[config.mk]
export PLATFORM = sky130hd
export DESIGN_NAME = irq_ctl8
export DESIGN_NICKNAME = d
export VERILOG_FILES = /design/src/rtl/irq_ctl8_pkg.sv /design/src/rtl/irq_ctl8_cfg.sv /design/src/rtl/irq_ctl8_arb.sv /design/src/rtl/irq_ctl8_core.sv /design/src/rtl/irq_ctl8.sv
export SDC_FILE = /design/constraint.sdc
export NUM_CORES = 1
export LEC_CHECK = 0
export BUFFER_PORTS_ARGS = -buffer_cell sky130_fd_sc_hd__buf_2
export CORE_MARGIN = 4
export CORE_UTILIZATION = 45
export DETAILED_ROUTE_END_ITERATION = 8
export PLACE_DENSITY = 0.68
export SLEW_MARGIN = 20
export SYNTH_ARGS = -nofsm -noshare
export SYNTH_HDL_FRONTEND = slang
export SYNTH_HIERARCHICAL = 1
export SYNTH_SLANG_ARGS = --single-unit
[constraint.sdc]
create_clock -name clk -period 5.35 [get_ports clk]
set_clock_uncertainty 0.05 [all_clocks]
set_input_delay 0.8025 -clock clk [delete_from_list [all_inputs] [get_ports clk]]
set_output_delay 0.8025 -clock clk [all_outputs]
set_load 0.02 [all_outputs]
[src/rtl/irq_ctl8_pkg.sv]
package irq_ctl8_pkg;

  // data-address write sequencer
  typedef enum logic [1:0] {
    SEQ_IDLE = 2'd0,
    SEQ_BASE = 2'd1,
    SEQ_CASC = 2'd2
  } seq_t;

  // command byte decoding positions and codes
  localparam int unsigned START_BIT = 4;
  localparam int unsigned RSEL_BIT  = 3;
  localparam logic [2:0]  EOI_SPEC  = 3'b011;
  localparam logic [2:0]  EOI_LOW   = 3'b001;

endpackage

[src/rtl/irq_ctl8_cfg.sv]
module irq_ctl8_cfg
  import irq_ctl8_pkg::*;
#(
  parameter int unsigned NL = 8,
  parameter int unsigned DW = 8
) (
  input  logic          clk,
  input  logic          rst_n,
  input  logic          wr,
  input  logic          addr,
  input  logic [DW-1:0] wdata,
  input  logic [NL-1:0] isr,
  output logic [DW-1:0] base,
  output logic [NL-1:0] mask,
  output logic          read_sel,
  output logic          auto_eoi,
  output logic [NL-1:0] eoi_clr
);
  localparam int unsigned IW = $clog2(NL);

  function automatic logic [NL-1:0] lowest_of(input logic [NL-1:0] v);
    return v & (~v + NL'(1));
  endfunction

  function automatic logic [NL-1:0] line_bit(input logic [IW-1:0] i);
    return NL'(1) << i;
  endfunction

  seq_t seq;
  logic fourth_due;

  logic cmd_wr, dat_wr, is_start, is_rsel, is_eoi;
  logic [2:0] eoi_code;

  assign cmd_wr   = wr & ~addr;
  assign dat_wr   = wr & addr;
  assign is_start = cmd_wr & wdata[START_BIT];
  assign is_rsel  = cmd_wr & ~wdata[START_BIT] & wdata[RSEL_BIT];
  assign is_eoi   = cmd_wr & ~wdata[START_BIT] & ~wdata[RSEL_BIT];
  assign eoi_code = wdata[DW-1:DW-3];

  always_comb begin
    eoi_clr = '0;
    if (is_eoi) begin
      if (eoi_code == EOI_SPEC)     eoi_clr = line_bit(wdata[IW-1:0]);
      else if (eoi_code == EOI_LOW) eoi_clr = lowest_of(isr);
    end
  end

  always_ff @(posedge clk or negedge rst_n) begin
    if (!rst_n) begin
      seq        <= SEQ_IDLE;
      fourth_due <= 1'b0;
      auto_eoi   <= 1'b0;
      base       <= '0;
      mask       <= '1;
      read_sel   <= 1'b1;
    end else begin
      if (is_start) begin
        fourth_due <= wdata[0];
        seq        <= SEQ_BASE;
      end
      if (is_rsel) read_sel <= wdata[0];
      if (dat_wr) begin
        case (seq)
          SEQ_BASE: begin
            base <= wdata;
            seq  <= SEQ_CASC;
          end
          SEQ_CASC: seq <= SEQ_IDLE;
          default: begin
            if (fourth_due) begin
              auto_eoi   <= wdata[1];
              fourth_due <= 1'b0;
            end else begin
              mask <= wdata[NL-1:0];
            end
          end
        endcase
      end
    end
  end
endmodule

[src/rtl/irq_ctl8_arb.sv]
module irq_ctl8_arb #(
  parameter int unsigned NL = 8
) (
  input  logic [NL-1:0]         irr,
  input  logic [NL-1:0]         isr,
  input  logic [NL-1:0]         mask,
  output logic                  found,
  output logic                  blocked,
  output logic [NL-1:0]         cand_oh,
  output logic [$clog2(NL)-1:0] cand_idx
);
  localparam int unsigned IW = $clog2(NL);

  function automatic logic [NL-1:0] lowest_of(input logic [NL-1:0] v);
    return v & (~v + NL'(1));
  endfunction

  // the line itself and every line of higher priority
  function automatic logic [NL-1:0] prio_window(input logic [NL-1:0] oh);
    return oh | (oh - NL'(1));
  endfunction

  function automatic logic [IW-1:0] index_of(input logic [NL-1:0] oh);
    logic [IW-1:0] r;
    r = '0;
    for (int i = 0; i < NL; i++)
      if (oh[i]) r = IW'(i);
    return r;
  endfunction

  logic [NL-1:0] enabled;

  assign enabled  = irr & ~mask;
  assign found    = |enabled;
  assign cand_oh  = lowest_of(enabled);
  assign cand_idx = index_of(cand_oh);
  assign blocked  = |(isr & prio_window(cand_oh));
endmodule

[src/rtl/irq_ctl8_core.sv]
module irq_ctl8_core #(
  parameter int unsigned NL   = 8,
  parameter int unsigned DW   = 8,
  parameter int unsigned CASC = 2
) (
  input  logic                  clk,
  input  logic                  rst_n,
  input  logic [NL-1:0]         irq_pulse,
  input  logic                  grant_fire,
  input  logic [NL-1:0]         cand_oh,
  input  logic [$clog2(NL)-1:0] cand_idx,
  input  logic [DW-1:0]         base,
  input  logic [NL-1:0]         eoi_clr,
  input  logic                  auto_eoi,
  input  logic                  int_ack,
  output logic [NL-1:0]         irr,
  output logic [NL-1:0]         isr,
  output logic                  int_valid,
  output logic [DW-1:0]         int_vector,
  output logic                  cascade_out
);
  localparam int unsigned IW = $clog2(NL);

  function automatic logic [DW-1:0] vector_of(input logic [DW-1:0] b, input logic [IW-1:0] i);
    return b + DW'(i);
  endfunction

  logic [NL-1:0] cur_oh;
  logic [NL-1:0] grant_set, auto_clr;
  logic          ack_fire;

  assign grant_set = grant_fire ? cand_oh : '0;
  assign ack_fire  = int_valid & int_ack;
  assign auto_clr  = (ack_fire & auto_eoi) ? cur_oh : '0;

  always_ff @(posedge clk or negedge rst_n) begin
    if (!rst_n) begin
      irr         <= '0;
      isr         <= '0;
      cur_oh      <= '0;
      int_valid   <= 1'b0;
      int_vector  <= '0;
      cascade_out <= 1'b0;
    end else begin
      irr <= (irr & ~grant_set) | irq_pulse;
      isr <= (isr & ~eoi_clr & ~auto_clr) | grant_set;
      if (grant_fire) begin
        int_valid   <= 1'b1;
        int_vector  <= vector_of(base, cand_idx);
        cascade_out <= cand_oh[CASC];
        cur_oh      <= cand_oh;
      end else if (ack_fire) begin
        int_valid   <= 1'b0;
        cascade_out <= 1'b0;
      end
    end
  end
endmodule

[src/rtl/irq_ctl8.sv]
module irq_ctl8 #(
  parameter int unsigned NL   = 8,
  parameter int unsigned DW   = 8,
  parameter int unsigned CASC = 2
) (
  input  logic          clk,
  input  logic          rst_n,
  input  logic [NL-1:0] irq_pulse,
  input  logic          bus_wr,
  input  logic          bus_addr,
  input  logic [DW-1:0] bus_wdata,
  output logic [DW-1:0] bus_rdata,
  output logic          int_valid,
  output logic [DW-1:0] int_vector,
  input  logic          int_ack,
  output logic          cascade_out
);
  localparam int unsigned IW = $clog2(NL);

  logic [DW-1:0] base;
  logic [NL-1:0] mask, irr, isr, eoi_clr, cand_oh, grant_oh;
  logic [IW-1:0] cand_idx;
  logic          read_sel, auto_eoi, found, blocked, grant_fire;

  irq_ctl8_cfg #(.NL(NL), .DW(DW)) u_cfg (
    .clk(clk), .rst_n(rst_n), .wr(bus_wr), .addr(bus_addr), .wdata(bus_wdata),
    .isr(isr), .base(base), .mask(mask), .read_sel(read_sel),
    .auto_eoi(auto_eoi), .eoi_clr(eoi_clr)
  );

  irq_ctl8_arb #(.NL(NL)) u_arb (
    .irr(irr), .isr(isr), .mask(mask), .found(found), .blocked(blocked),
    .cand_oh(cand_oh), .cand_idx(cand_idx)
  );

  // one grant outstanding at a time
  assign grant_fire = found & ~blocked & ~int_valid;
  assign grant_oh   = grant_fire ? cand_oh : '0;

  irq_ctl8_core #(.NL(NL), .DW(DW), .CASC(CASC)) u_core (
    .clk(clk), .rst_n(rst_n), .irq_pulse(irq_pulse), .grant_fire(grant_fire),
    .cand_oh(cand_oh), .cand_idx(cand_idx), .base(base), .eoi_clr(eoi_clr),
    .auto_eoi(auto_eoi), .int_ack(int_ack), .irr(irr), .isr(isr),
    .int_valid(int_valid), .int_vector(int_vector), .cascade_out(cascade_out)
  );

  assign bus_rdata = bus_addr ? DW'(mask) : (read_sel ? DW'(irr) : DW'(isr));
endmodule

Yosys cells after proc, flatten, opt, wreduce, memory -nomap -nowiden
Cells that the tools add are included.

cells by class
  $add $sub $neg = 4
  $mul = 0
  divide/modulo/power cells = 0
  magnitude comparators = 0
  eq/ne operators = 4
  shift-type cells = 1
  muxes and demuxes = 24
  bitwise logic cells = 33
  reduce and logical (&&, ||, !) cells = 7

operators by type and width
  cell                   number
  $and A8 B8 Y8          7
  $mux W8                7
  $not A8 Y8             6
  $or A8 B8 Y8           3
  $add A8 B1 Y8 const B  2
  $reduce_or A8 Y1       2
  $mux W3                4
  $and A1 B1 Y1          10
  $add A8 B3 Y8          1
  $mux W1                8
  $mux W2                4
  $shl A1 B3 Y8 const A  1
  $sub A8 B1 Y8 const B  1
  $not A1 Y1             7
  $reduce_and A3 Y1      2
  $pmux W2 S2            1
  $eq A3 B1 Y1 const B   1
  $eq A3 B2 Y1 const B   1
  $eq A2 B1 Y1 const B   1
  $eq A2 B2 Y1 const B   1
  $reduce_and A2 Y1      1
  $reduce_bool A2 Y1     1
  $reduce_or A2 Y1       1

word-level totals
  register bits = 55
  bits in latches = 0
  bits in writable memories = 0
  bits in read-only memories = 0
  output and inout port bits = 18
  memories = 0

Logic depth before layout (Yosys ltp)
Gate-level depths: netlist of run 1.

  word-level depth = 16
  gate-level depth with buffers = 10
  gate-level depth less buffers = 10

Modules after synthesis
Netlist of run 1, hierarchy kept.

modules (own cells, without submodules)
  module         times used  cells each  area each (µm²)  sequential area each (µm²)
  irq_ctl8_core  1           150         1559.0           850.8
  irq_ctl8_cfg   1           107         1152.4           536.8
  irq_ctl8_arb   1           37          247.7            0.0
  irq_ctl8       1           27          180.2            0.0

Worst setup path before layout of run 1
Ideal clock, no wire load.

  path type = register -> register
  start point = reg u_cfg.mask[1]
  end point = reg u_core.int_vector[7]
  arrival time = 2.131 ns
  slack = 3.038 ns
  cell stages (with the launch flop) = 9
  buffers on the path = 0
  clock period less this slack = 2.312 ns
  path through = dfstp_2 -> nand2b_4 -> and4_4 -> nand2_2 -> o22ai_1 -> ha_1 -> and3_4 -> o2111a_1 -> or3_1

between the ends
  elaborated cells on any way between the ends = 21
  classes of those cells = 3 x add/sub; 7 x mux; 9 x bitwise; 2 x reduce/logical

RTL lines
  item                    line                 source
  start, declared         irq_ctl8_cfg.sv:14   output logic [NL-1:0] mask,
  start signal, assigned  irq_ctl8_cfg.sv:76   mask <= wdata[NL-1:0];
  $not A8 Y8 (*)          irq_ctl8_arb.sv:33   assign enabled = irr & ~mask;
  $and A8 B8 Y8 (*)       irq_ctl8_arb.sv:33
  $not A8 Y8 (*)          irq_ctl8_arb.sv:15   return v & (~v + NL'(1));
  $add A8 B1 Y8 (*)       irq_ctl8_arb.sv:15
  $and A8 B8 Y8 (*)       irq_ctl8_arb.sv:15
  $mux W2 (2 in series)   irq_ctl8_arb.sv:27   if (oh[i]) r = IW'(i);
  $mux W3 (3 in series)   irq_ctl8_arb.sv:27
  $mux W3 (*)             irq_ctl8_arb.sv:27
  named net cand_idx[1]   irq_ctl8.sv:22       logic [IW-1:0] cand_idx;
  $add A8 B3 Y8 (*)       irq_ctl8_core.sv:25  return b + DW'(i);
  end signal, assigned    irq_ctl8_core.sv:49  int_vector <= vector_of(base, cand_idx);
  end, declared           irq_ctl8_core.sv:19  output logic [DW-1:0] int_vector,

The timed path passes the listed nets; every way through them passes the cells marked *.
A chain may end at the register's enable or synchronous reset.

Worst setup path after layout of run 1
  start point = reg u_cfg.mask[1]
  end point = reg u_core.int_vector[6]

between the ends
  elaborated cells on any way between the ends = 21
  classes of those cells = 3 x add/sub; 7 x mux; 9 x bitwise; 2 x reduce/logical

RTL lines
  item                   line                 source
  $not A8 Y8             irq_ctl8_arb.sv:33
  $and A8 B8 Y8          irq_ctl8_arb.sv:33
  $not A8 Y8             irq_ctl8_arb.sv:15
  $add A8 B1 Y8          irq_ctl8_arb.sv:15
  $and A8 B8 Y8          irq_ctl8_arb.sv:15
  named net cand_oh[3]   irq_ctl8.sv:21       logic [NL-1:0] mask, irr, isr, eoi_clr, cand_oh, grant_oh;
  $mux W2                irq_ctl8_arb.sv:27
  $mux W3 (4 in series)  irq_ctl8_arb.sv:27
  named net cand_idx[0]  irq_ctl8.sv:22
  $add A8 B3 Y8          irq_ctl8_core.sv:25

The timed path passes the listed nets, and every way through them passes these cells.

==> impl_metrics.yaml, run 1 <==
power:
  power_leakage_uw: 0.00152
  irDropWorstVdd_v: 0.000215
  powerDensity_mw_per_mm2: 501
global_route:
  first_global_vias: 2369
  grtUsageMet1: 0.255
  antenna_found_initial: 0
  overflow: 0
  grt_max_degree: 56
  use_met3: 0.0464
  grt_util_all_layers: 0.178
  grt_first_pass_wirelength_um: 11900
  top_usage_layer: "met2"
  use_met2: 0.268
clock_tree:
  cts.sinks: 55
  cts_tree: "yes"
  clkTransAtPathRegs_ps: 90
  htree_levels: 2
  root_buffer: "clkbuf_8"
  clockBufferDepth: 2
  clkLatencyLatePin_ps: 310
  postCtsSetupBuffers: 0
  cts_buffers: 5
  cts.repair.resized: 0
  hold_buffers: 0
placement:
  dp_hpwl_um: 5230
  dp_cells: 444
  place_congestion: 0.917
  port-buffer-count: 38
synth:
  synth_compound_area_frac: 0.171
  synthAdderAreaFrac: 0.0223
  yosys.area_share.simple: 0.206
  synth_nets: 347
  synth_edf_count: 0
  synth.distinct_cells: 57
  syn_inst: 321
  syn-cell-area_mm2: 0.00314
  ys_ff_latch: 55
  synthXorXnorAreaFrac: 0.00279
  synth_area_per_cell_um2: 9.78
  async_flop_share: 1.00
  synth_top_family_by_area: "simple AND/OR/NAND/NOR gates"
  synthFlopType: "dfrtp_1"
  synthMuxAreaShare: 0.0825
  synth_warnings: 6
  yosysSeqAreaShare: 0.442
worst_setup_path:
  slowest_delay_ps: 550
  timing.rr.start: "u_cfg/mask[1]$_DFFE_PN1P_"
  startpoint: "u_cfg/mask[1]$_DFFE_PN1P_"
  path_class: "reg -> reg"
  critical_path_buf_inv_count: 1
  path_max_fanout: 6
  crit_end: "u_core/int_vector[6]$_DFFE_PN0P_"
  reg2reg_depth: 10
  slowest_stage: "dfstp_2"
  cp.required_ps: 5490
  timing.rr.end: "u_core/int_vector[6]$_DFFE_PN0P_"
  path_delay_family: "simple AND/OR/NAND/NOR gates"
  crit_path_start_kind: "flop"
  rrSetupSlack_ps: 2800
  worstPathCellList: "nand2b_4 -> nand2_1 -> nor3b_2 -> a311o_1 -> ha_1 -> inv_1 -> fa_1 -> nor2b_1 -> o21a_2 -> o221ai_1"
  arrival_ps: 2680
  critPathCaptureType: "flop"
  path_depth: 10
layout:
  layout_common_cells: "dfrtp_1 (46), nand2_1 (41), buf_2 (38)"
  fillers: 649
  area_growth_pct: 10.9
  final_common_cell: "dfrtp_1"
  seq_area_mm2: 0.00139
  final_cells: 452
  layout-drive-gt1-share: 0.250
  layout.nets: 381
  diodes: 0
  multi_input_area_mm2: 0.00153
timing:
  setup_viol: 0
  fmax_mhz: 393
  final_hold_viol_count: 0
  setup_tns_ps: 0
  tightest_slew_ps: 715
  rsz0062_at_grt: "no"
  period_needed_ps: 2550
  slew_viol_final: 0
  slew_headroom: 0.523
  period_share: 0.476
route:
  drt-pass1-iter-count: 4
  drt-total-wl_um: 7050
  drt_iter0_markers: 131
  drc: 0
  vias: 2459
  wl_per_cell_um: 15.6
  final_antenna_net_count: 0
  viasPerCell: 5.44
floorplanning:
  ios: 39
  die_area_mm2: 0.00838
  die_x_um: 91.5
  initial_core_util: 0.462
  chipHeight_um: 91.5
  core_area_mm2: 0.00679
  row_count: 30
min_path:
  hp-class: "reg -> reg"
flow_run:
  cap_violations: 0
outcome:
  status: "completed"
-- state kept, by name, indices dropped and copies added (netlist names), 2 cells and up --
register           cells
u_cfg/base             8
u_cfg/mask             8
u_core/cur_oh          8
u_core/int_vector      8
u_core/irr             8
u_core/isr             8
u_cfg/seq              2
-- how the worst min path moves through the flow --
stage                                                  end                        startpoint  cells past startpoint
after global placement    u_core/int_vector[0]$_DFFE_PN0P_  u_core/int_vector[0]$_DFFE_PN0P_                      1
final                     u_core/int_vector[2]$_DFFE_PN0P_  u_core/int_vector[2]$_DFFE_PN0P_                      1
after global routing      u_core/int_vector[2]$_DFFE_PN0P_  u_core/int_vector[2]$_DFFE_PN0P_                      1
after CTS                 u_core/int_vector[2]$_DFFE_PN0P_  u_core/int_vector[2]$_DFFE_PN0P_                      1
after detailed placement  u_core/int_vector[2]$_DFFE_PN0P_  u_core/int_vector[2]$_DFFE_PN0P_                      1
after floorplan                 u_cfg/auto_eoi$_DFFE_PN0P_        u_cfg/auto_eoi$_DFFE_PN0P_                      2
-- metal layers --
metal	up-vias	wire length [um]
li1	1198	-
met1	1200	3420
met2	54	3170
met3	7	390
met4	0	65
met5	-	0
-- kinds of logic (layout without fill, tap and decap cells) --
| family | Yosys count | count (layout) |
|---|---|---|
| AO/OA/AOI/OAI | 81 | 81 |
| adder cells (fa/ha/maj) | 5 | 5 |
| AND/OR/NAND/NOR | 106 | 106 |
| multiplexers | 24 | 24 |
| XOR/XNOR | 1 | 1 |
| buffers and inverters | 49 | 84 |
| flip-flops | 55 | 55 |
-- power breakdown --
part / switching [uW] / total [uW] / internal [uW]
sequential: 157 / 747 / 590
clock: 133 / 252 / 118
combinational: 412 / 746 / 335
-- cells in the mapped netlist (2+ instances only) --
| cell type | count | area, um^2 |
|---|---|---|
| dfstp_2 | 9 | 236 |
| nor4b_1 | 2 | 17.5 |
| nor3b_1 | 2 | 15.0 |
| nand2b_1 | 3 | 18.8 |
| o21ai_1 | 16 | 80.1 |
| a32o_1 | 8 | 80.1 |
| a21o_1 | 10 | 75.1 |
| dfrtp_1 | 46 | 1150 |
| nand3_2 | 2 | 20.0 |
| o21ai_0 | 12 | 60.1 |
| nand4b_1 | 2 | 17.5 |
| mux2_1 | 2 | 22.5 |
| buf_4 | 4 | 30.0 |
| inv_1 | 35 | 131 |
| mux2_2 | 13 | 146 |
| mux2i_1 | 9 | 90.1 |
| nor3_1 | 4 | 20.0 |
| and3_1 | 2 | 12.5 |
| nand3_1 | 5 | 25.0 |
| nor2_1 | 12 | 45.0 |
| clkbuf_1 | 2 | 7.51 |
| a31oi_1 | 7 | 43.8 |
| o221ai_1 | 3 | 26.3 |
| nand2b_4 | 4 | 55.1 |
| o2111ai_1 | 2 | 17.5 |
| buf_2 | 5 | 25.0 |
| nor3b_2 | 2 | 25.0 |
| or3_1 | 3 | 18.8 |
| nor2b_1 | 6 | 37.5 |
| nand3b_1 | 2 | 15.0 |
| a21oi_1 | 11 | 55.1 |
| o21a_2 | 2 | 17.5 |
| ha_1 | 4 | 50.1 |
| o22ai_1 | 4 | 25.0 |
| nand2_1 | 41 | 154 |
| and2_1 | 2 | 12.5 |
| buf_6 | 3 | 33.8 |
-- area by class of cell --
cell class	count	share of cell area
multi-input cells	217	0.439
clock buffers	8	0.0288
flip-flops and latches	55	0.399
well taps	96	0.0345
repair buffers	41	0.0611
inverters	35	0.0377
-- through the flow --
step                      area, um^2  power [uW]  hold slack [ps]  utilization  setup slack, ps
after floorplan                 3140        1280              392            -             3040
after global placement          3380        1480              418        0.498             2880
after global routing            3480        1880              485        0.512             2600
final                           3480        1740              442        0.512             2800
after CTS                       3480        1760              454        0.512             2790
after detailed placement        3380        1500              432        0.498             2810
(Power assumes the default switching activity.)
==> inputs of run 2 (changes only) <==
ABC_AREA = 1   (was default)
clock period = 2.5 ns   (was 5.35 ns; I/O delays follow)
==> run 2 against run 1 <==
Sequential power up 99%. Die area increased by 2.0%. Sequential share of layout area is 2.5 points lower. Utilization grew 2.9 points. Critical path type unchanged. Hold slack got worse by 430 ps. Combinational power grew 100%.
==> impl_metrics.yaml, run 2 <==
worst_setup_path:
  path_max_fanout: 7
  crit_top_cell: "inv_2"
  slowest_delay_ps: 550
  rrSetupSlack_ps: 150
  crit_path_start_kind: "flop"
  critPathCaptureType: "flop"
  path_class: "reg -> reg"
  worstPathCellList: "inv_2 -> nand2_2 -> nand2_4 -> nor2_8 -> nand4_1 -> nand3_1 -> ha_2 -> inv_2 -> fa_2 -> inv_2 -> nand2_2 -> nand2_4 -> nand3_2 -> nand2_1 -> nand3_1 -> nand2_1"
  slowest_stage: "dfstp_2"
  reg2reg_depth: 16
  cp.required_ps: 2720
  timing.rr.end: "u_core/int_vector[6]$_DFFE_PN0P_"
  arrival_ps: 2570
  timing.rr.start: "u_cfg/mask[2]$_DFFE_PN1P_"
power:
  power.internal_uw: 2180
  finalPower_uw: 3700
  power_leakage_uw: 0.00195
  combPwrFrac: 0.406
  p_seq_frac: 0.403
  powerDensity_mw_per_mm2: 995
  p_clk_frac: 0.191
  irDropWorstVdd_v: 0.000378
  switching_share: 0.412
  switchingPower_uw: 1520
clock_tree:
  root_buffer: "clkbuf_8"
  clockBufferDepth: 2
  htree_levels: 2
  cts_tree: "yes"
  clkLatencyLatePin_ps: 320
  cts_buffers: 5
  cts.sinks: 55
  clkTransAtPathRegs_ps: 110
min_path:
  hp-class: "in -> async"
timing:
  slew_headroom: 0.582
  fmax_mhz: 426
  setup_viol: 0
  period_needed_ps: 2350
  tightest_slew_ps: 627
  period_share: 0.939
  setup_tns_ps: 0
  slew_viol_final: 0
  final_hold_viol_count: 0
layout:
  layout_common_cells: "nand2_1 (122), inv_1 (72), dfrtp_1 (46)"
  multi_input_area_mm2: 0.00148
  area_growth_pct: 15.9
  diodes: 0
  seq_area_mm2: 0.00139
  final_area_mm2: 0.00372
  final_util: 0.541
  final_common_cell: "nand2_1"
  fillers: 675
  layout.nets: 504
  layout-drive-gt1-share: 0.234
floorplanning:
  die_area_mm2: 0.00854
  die_x_um: 92.4
  row_count: 30
  chipHeight_um: 92.4
  core_area_mm2: 0.00687
  ios: 39
  initial_core_util: 0.467
synth:
  synth.most_common_cell: "nand2_1"
  ys_ff_latch: 55
  synth_edf_count: 0
  synth.distinct_cells: 33
  syn-cell-area_mm2: 0.00321
  async_flop_share: 1.00
  synth_warnings: 6
  synth_nets: 455
  synthTopCellsByArea: "dfrtp_1 (36%), nand2_1 (15%), inv_1 (8.8%)"
  syn_inst: 429
  yosysTopAreaCell: "dfrtp_1"
  synth_top_area_share: 0.359
  synth_commonest_cells: "nand2_1 (126), inv_1 (75), dfrtp_1 (46)"
  synth_area_per_cell_um2: 7.48
  yosysSeqAreaShare: 0.433
  synthFlopType: "dfrtp_1"
global_route:
  grt_util_all_layers: 0.193
  overflow: 0
  antenna_found_initial: 0
  grt_max_degree: 30
  first_global_vias: 2669
  grt_first_pass_wirelength_um: 12900
placement:
  dpl_cell_area_mm2: 0.00349
  dp_hpwl_um: 5990
  place_congestion: 0.912
  port-buffer-count: 38
outcome:
  status: "completed"
route:
  final_antenna_net_count: 0
  vias: 2902
  wl_per_cell_um: 13.8
  viasPerCell: 5.05
  drt-pass1-iter-count: 5
  drt-total-wl_um: 7950
  drt_iter0_markers: 143
  drc: 0
flow_run:
  cap_violations: 0
-- run 2: final cells by class --
type | count | share of cell area
Clock buffer | 5 | 0.0185
Clock inverter | 3 | 0.0182
Inverter | 82 | 0.0835
Multi-Input combinational cell | 285 | 0.398
Sequential cell | 55 | 0.373
Tap cell | 96 | 0.0323
Timing Repair Buffer | 49 | 0.0767
-- run 2: what timing repair did --
item,in CTS,in global routing
setup buffers,0,9
gates resized for setup,0,11
setup endpoints to repair,0,2
hold buffers,0,0
hold endpoints to repair,0,0
-- run 2: worst max-delay path: cells and delay by family, from the launching register on --
kind | cells | cell delay, ps
adder cells (fa/ha/maj) | 2 | 560
AND/OR/NAND/NOR | 11 | 990
flip-flops | 1 | 550
buffers and inverters | 3 | 130
-- run 2: kinds of logic after synthesis --
family | after synthesis | share of synthesized area
AO/OA/AOI/OAI | 60 | 0.119
adder cells (fa/ha/maj) | 5 | 0.0218
buffers and inverters | 89 | 0.116
flip-flops | 55 | 0.433
AND/OR/NAND/NOR | 220 | 0.310
-- run 2: power groups by stage --
stage                     clock (uW)  sequential (uW)  combinational [uW]
after floorplan                    0             1500                1030
after global placement             0             1500                1370
after detailed placement           0             1510                1410
after CTS                        719             1490                1420
after global routing             762             1530                1690
final                            709             1490                1500
-- run 2: worst max-delay path by stage --
stage               cells after the start                 startpoint                               end
finish                                 16  u_cfg/mask[2]$_DFFE_PN1P_  u_core/int_vector[6]$_DFFE_PN0P_
global route                           16  u_cfg/mask[2]$_DFFE_PN1P_  u_core/int_vector[6]$_DFFE_PN0P_
CTS                                    15  u_cfg/mask[0]$_DFFE_PN1P_  u_core/int_vector[6]$_DFFE_PN0P_
global placement                       15  u_cfg/mask[0]$_DFFE_PN1P_  u_core/int_vector[6]$_DFFE_PN0P_
detailed placement                     15  u_cfg/mask[0]$_DFFE_PN1P_  u_core/int_vector[6]$_DFFE_PN0P_
floorplan                              15  u_cfg/mask[0]$_DFFE_PN1P_  u_core/int_vector[6]$_DFFE_PN0P_
-- run 2: layer usage --
layer  vias up  share of wire  global-route usage
met4         0          0.015              0.0594
met3        11          0.058              0.0398
met5         -              0                   0
met1      1365           0.45               0.257
met2        90           0.47               0.314
li1       1436              -                   -
-- run 2: per-stage QoR --
stage | worst slack [ps] | instances | hold slack (ps)
after floorplan | 299 | 429 | 29.4
final | 152 | 575 | 17.0
after global placement | 189 | 558 | 376
after detailed placement | 54.6 | 558 | 385
after CTS | 45.5 | 566 | 36.8
after global routing | -23.3 | 575 | 50.9
==> inputs of run 3 (changes only) <==
CTS_BUF_LIST = sky130_fd_sc_hd__clkbuf_4 sky130_fd_sc_hd__clkbuf_8 sky130_fd_sc_hd__clkbuf_16   (was default)
MAX_ROUTING_LAYER = met4   (was default)
==> run 3 against run 2 <==
Fmax down 0.27%. Utilization did not move. Hold slack better by 0.56 ps. Critical path type unchanged. First-iteration DRC count is 13% higher. Design area did not move. Final cell count unchanged. Critical endpoint unchanged. Highest routed layer unchanged. Combinational power about the same. Largest cell class unchanged. Sequential share of layout area is the same.
==> impl_metrics.yaml, run 3 (synthesis results as in run 2) <==
clock_tree:
  root_buffer: "clkbuf_8"
  cts_buffers: 5
  hold_buffers: 0
  htree_levels: 2
  clkLatencyLatePin_ps: 310
  clkTransAtPathRegs_ps: 100
  cts.sinks: 55
  clockBufferDepth: 2
  cts_tree: "yes"
placement:
  dpl_cell_area_mm2: 0.00349
  dp_hpwl_um: 5990
  place_congestion: 0.928
  port-buffer-count: 38
route:
  drt-total-wl_um: 7930
  drt_iter0_markers: 162
  drt-pass1-iter-count: 5
  vias: 2890
  final_antenna_net_count: 0
  drc: 0
  wl_per_cell_um: 13.8
  viasPerCell: 5.03
floorplanning:
  die_area_mm2: 0.00854
  core_area_mm2: 0.00687
  initial_core_util: 0.467
  ios: 39
  die_x_um: 92.4
  row_count: 30
  chipHeight_um: 92.4
global_route:
  grt_first_pass_wirelength_um: 12900
  grt_max_degree: 30
  antenna_found_initial: 0
  grt_util_all_layers: 0.198
  overflow: 0
  first_global_vias: 2673
layout:
  area_growth_pct: 15.9
  layout_common_cells: "nand2_1 (122), inv_1 (72), dfrtp_1 (46)"
  final_util: 0.541
  diodes: 0
  final_common_cell: "nand2_1"
  layout-drive-gt1-share: 0.234
  final_area_mm2: 0.00372
  layout.nets: 504
worst_setup_path:
  reg2reg_depth: 16
  cp.required_ps: 2710
  crit_path_start_kind: "flop"
  timing.rr.start: "u_cfg/mask[2]$_DFFE_PN1P_"
  path_class: "reg -> reg"
  critPathCaptureType: "flop"
  arrival_ps: 2560
  timing.rr.end: "u_core/int_vector[6]$_DFFE_PN0P_"
  path_max_fanout: 7
  rrSetupSlack_ps: 150
min_path:
  hp-class: "in -> async"
timing:
  period_needed_ps: 2350
  tightest_slew_ps: 624
  fmax_mhz: 425
  slew_viol_final: 0
  final_hold_viol_count: 0
  period_share: 0.942
  slew_headroom: 0.584
  setup_viol: 0
outcome:
  status: "completed"
flow_run:
  cap_violations: 0
power:
  powerDensity_mw_per_mm2: 995
  irDropWorstVdd_v: 0.000377
  power_leakage_uw: 0.00195
## run 3: cell counts in the layout (fill, tap and decap cells not counted)
No cell type changed its count.
## run 3: worst max path at each step
stage / startpoint / end / slack [ps]
2_1_floorplan: u_cfg/mask[0]$_DFFE_PN1P_ / u_core/int_vector[6]$_DFFE_PN0P_ / 300
3_3_place_gp: u_cfg/mask[0]$_DFFE_PN1P_ / u_core/int_vector[6]$_DFFE_PN0P_ / 190
3_5_place_dp: u_cfg/mask[0]$_DFFE_PN1P_ / u_core/int_vector[6]$_DFFE_PN0P_ / 50
4_1_cts: u_cfg/mask[0]$_DFFE_PN1P_ / u_core/int_vector[6]$_DFFE_PN0P_ / 50
5_1_grt: u_cfg/mask[2]$_DFFE_PN1P_ / u_core/int_vector[6]$_DFFE_PN0P_ / -20
6_report: u_cfg/mask[2]$_DFFE_PN1P_ / u_core/int_vector[6]$_DFFE_PN0P_ / 150
## run 3: power breakdown
part	total, uW	leakage, uW	switching, uW	internal [uW]
Combinational	1500	0.00125	957	548
Sequential	1490	0.000631	262	1230
Clock	701	0.0000644	302	400
## run 3: final cells by class
type                    instances  area [um^2]
clock buffers                   5         68.8
clock inverters                 3         67.6
fillers                       675         3150
inverters                      82          310
multi-input cells             285         1480
flip-flops and latches         55         1390
well taps                      96          120
repair buffers                 49          285
## run 3: critical path, cell delays in order (launching register included)
cell and delay, ps:
dfstp_2 550, inv_2 30, nand2_2 90, nand2_4 80, nor2_8 150, nand4_1 130
nand3_1 120, ha_2 200, inv_2 40, fa_2 360, inv_2 60, nand2_2 60
nand2_4 90, nand3_2 50, nand2_1 80, nand3_1 80, nand2_1 70
## run 3: metal layers
| layer | vias to the layer above | part of all wire | global-route usage |
|---|---|---|---|
| met5 | - | 0 | - |
| met4 | 0 | 0.023 | 0.0594 |
| met3 | 15 | 0.046 | 0.0374 |
| met2 | 83 | 0.47 | 0.314 |
| met1 | 1358 | 0.47 | 0.258 |
| li1 | 1434 | - | - |
## run 3: per-stage QoR
step / TNS, ps / std cells / power [uW] / hold slack [ps] / worst slack, ps
after floorplan: 0 / 429 / 2540 / 29.4 / 299
after global placement: 0 / 558 / 2870 / 376 / 189
after detailed placement: 0 / 558 / 2920 / 385 / 54.6
after CTS: 0 / 566 / 3630 / 36.8 / 45.5
after global routing: -23.3 / 575 / 3980 / 50.9 / -23.3
final: 0 / 575 / 3700 / 17.6 / 146
## run 3: timing repair
item | 4_1_cts | 5_1_grt
setup endpoints to repair | 0 | 2
resized for setup | 0 | 11
setup buffers | 0 | 9
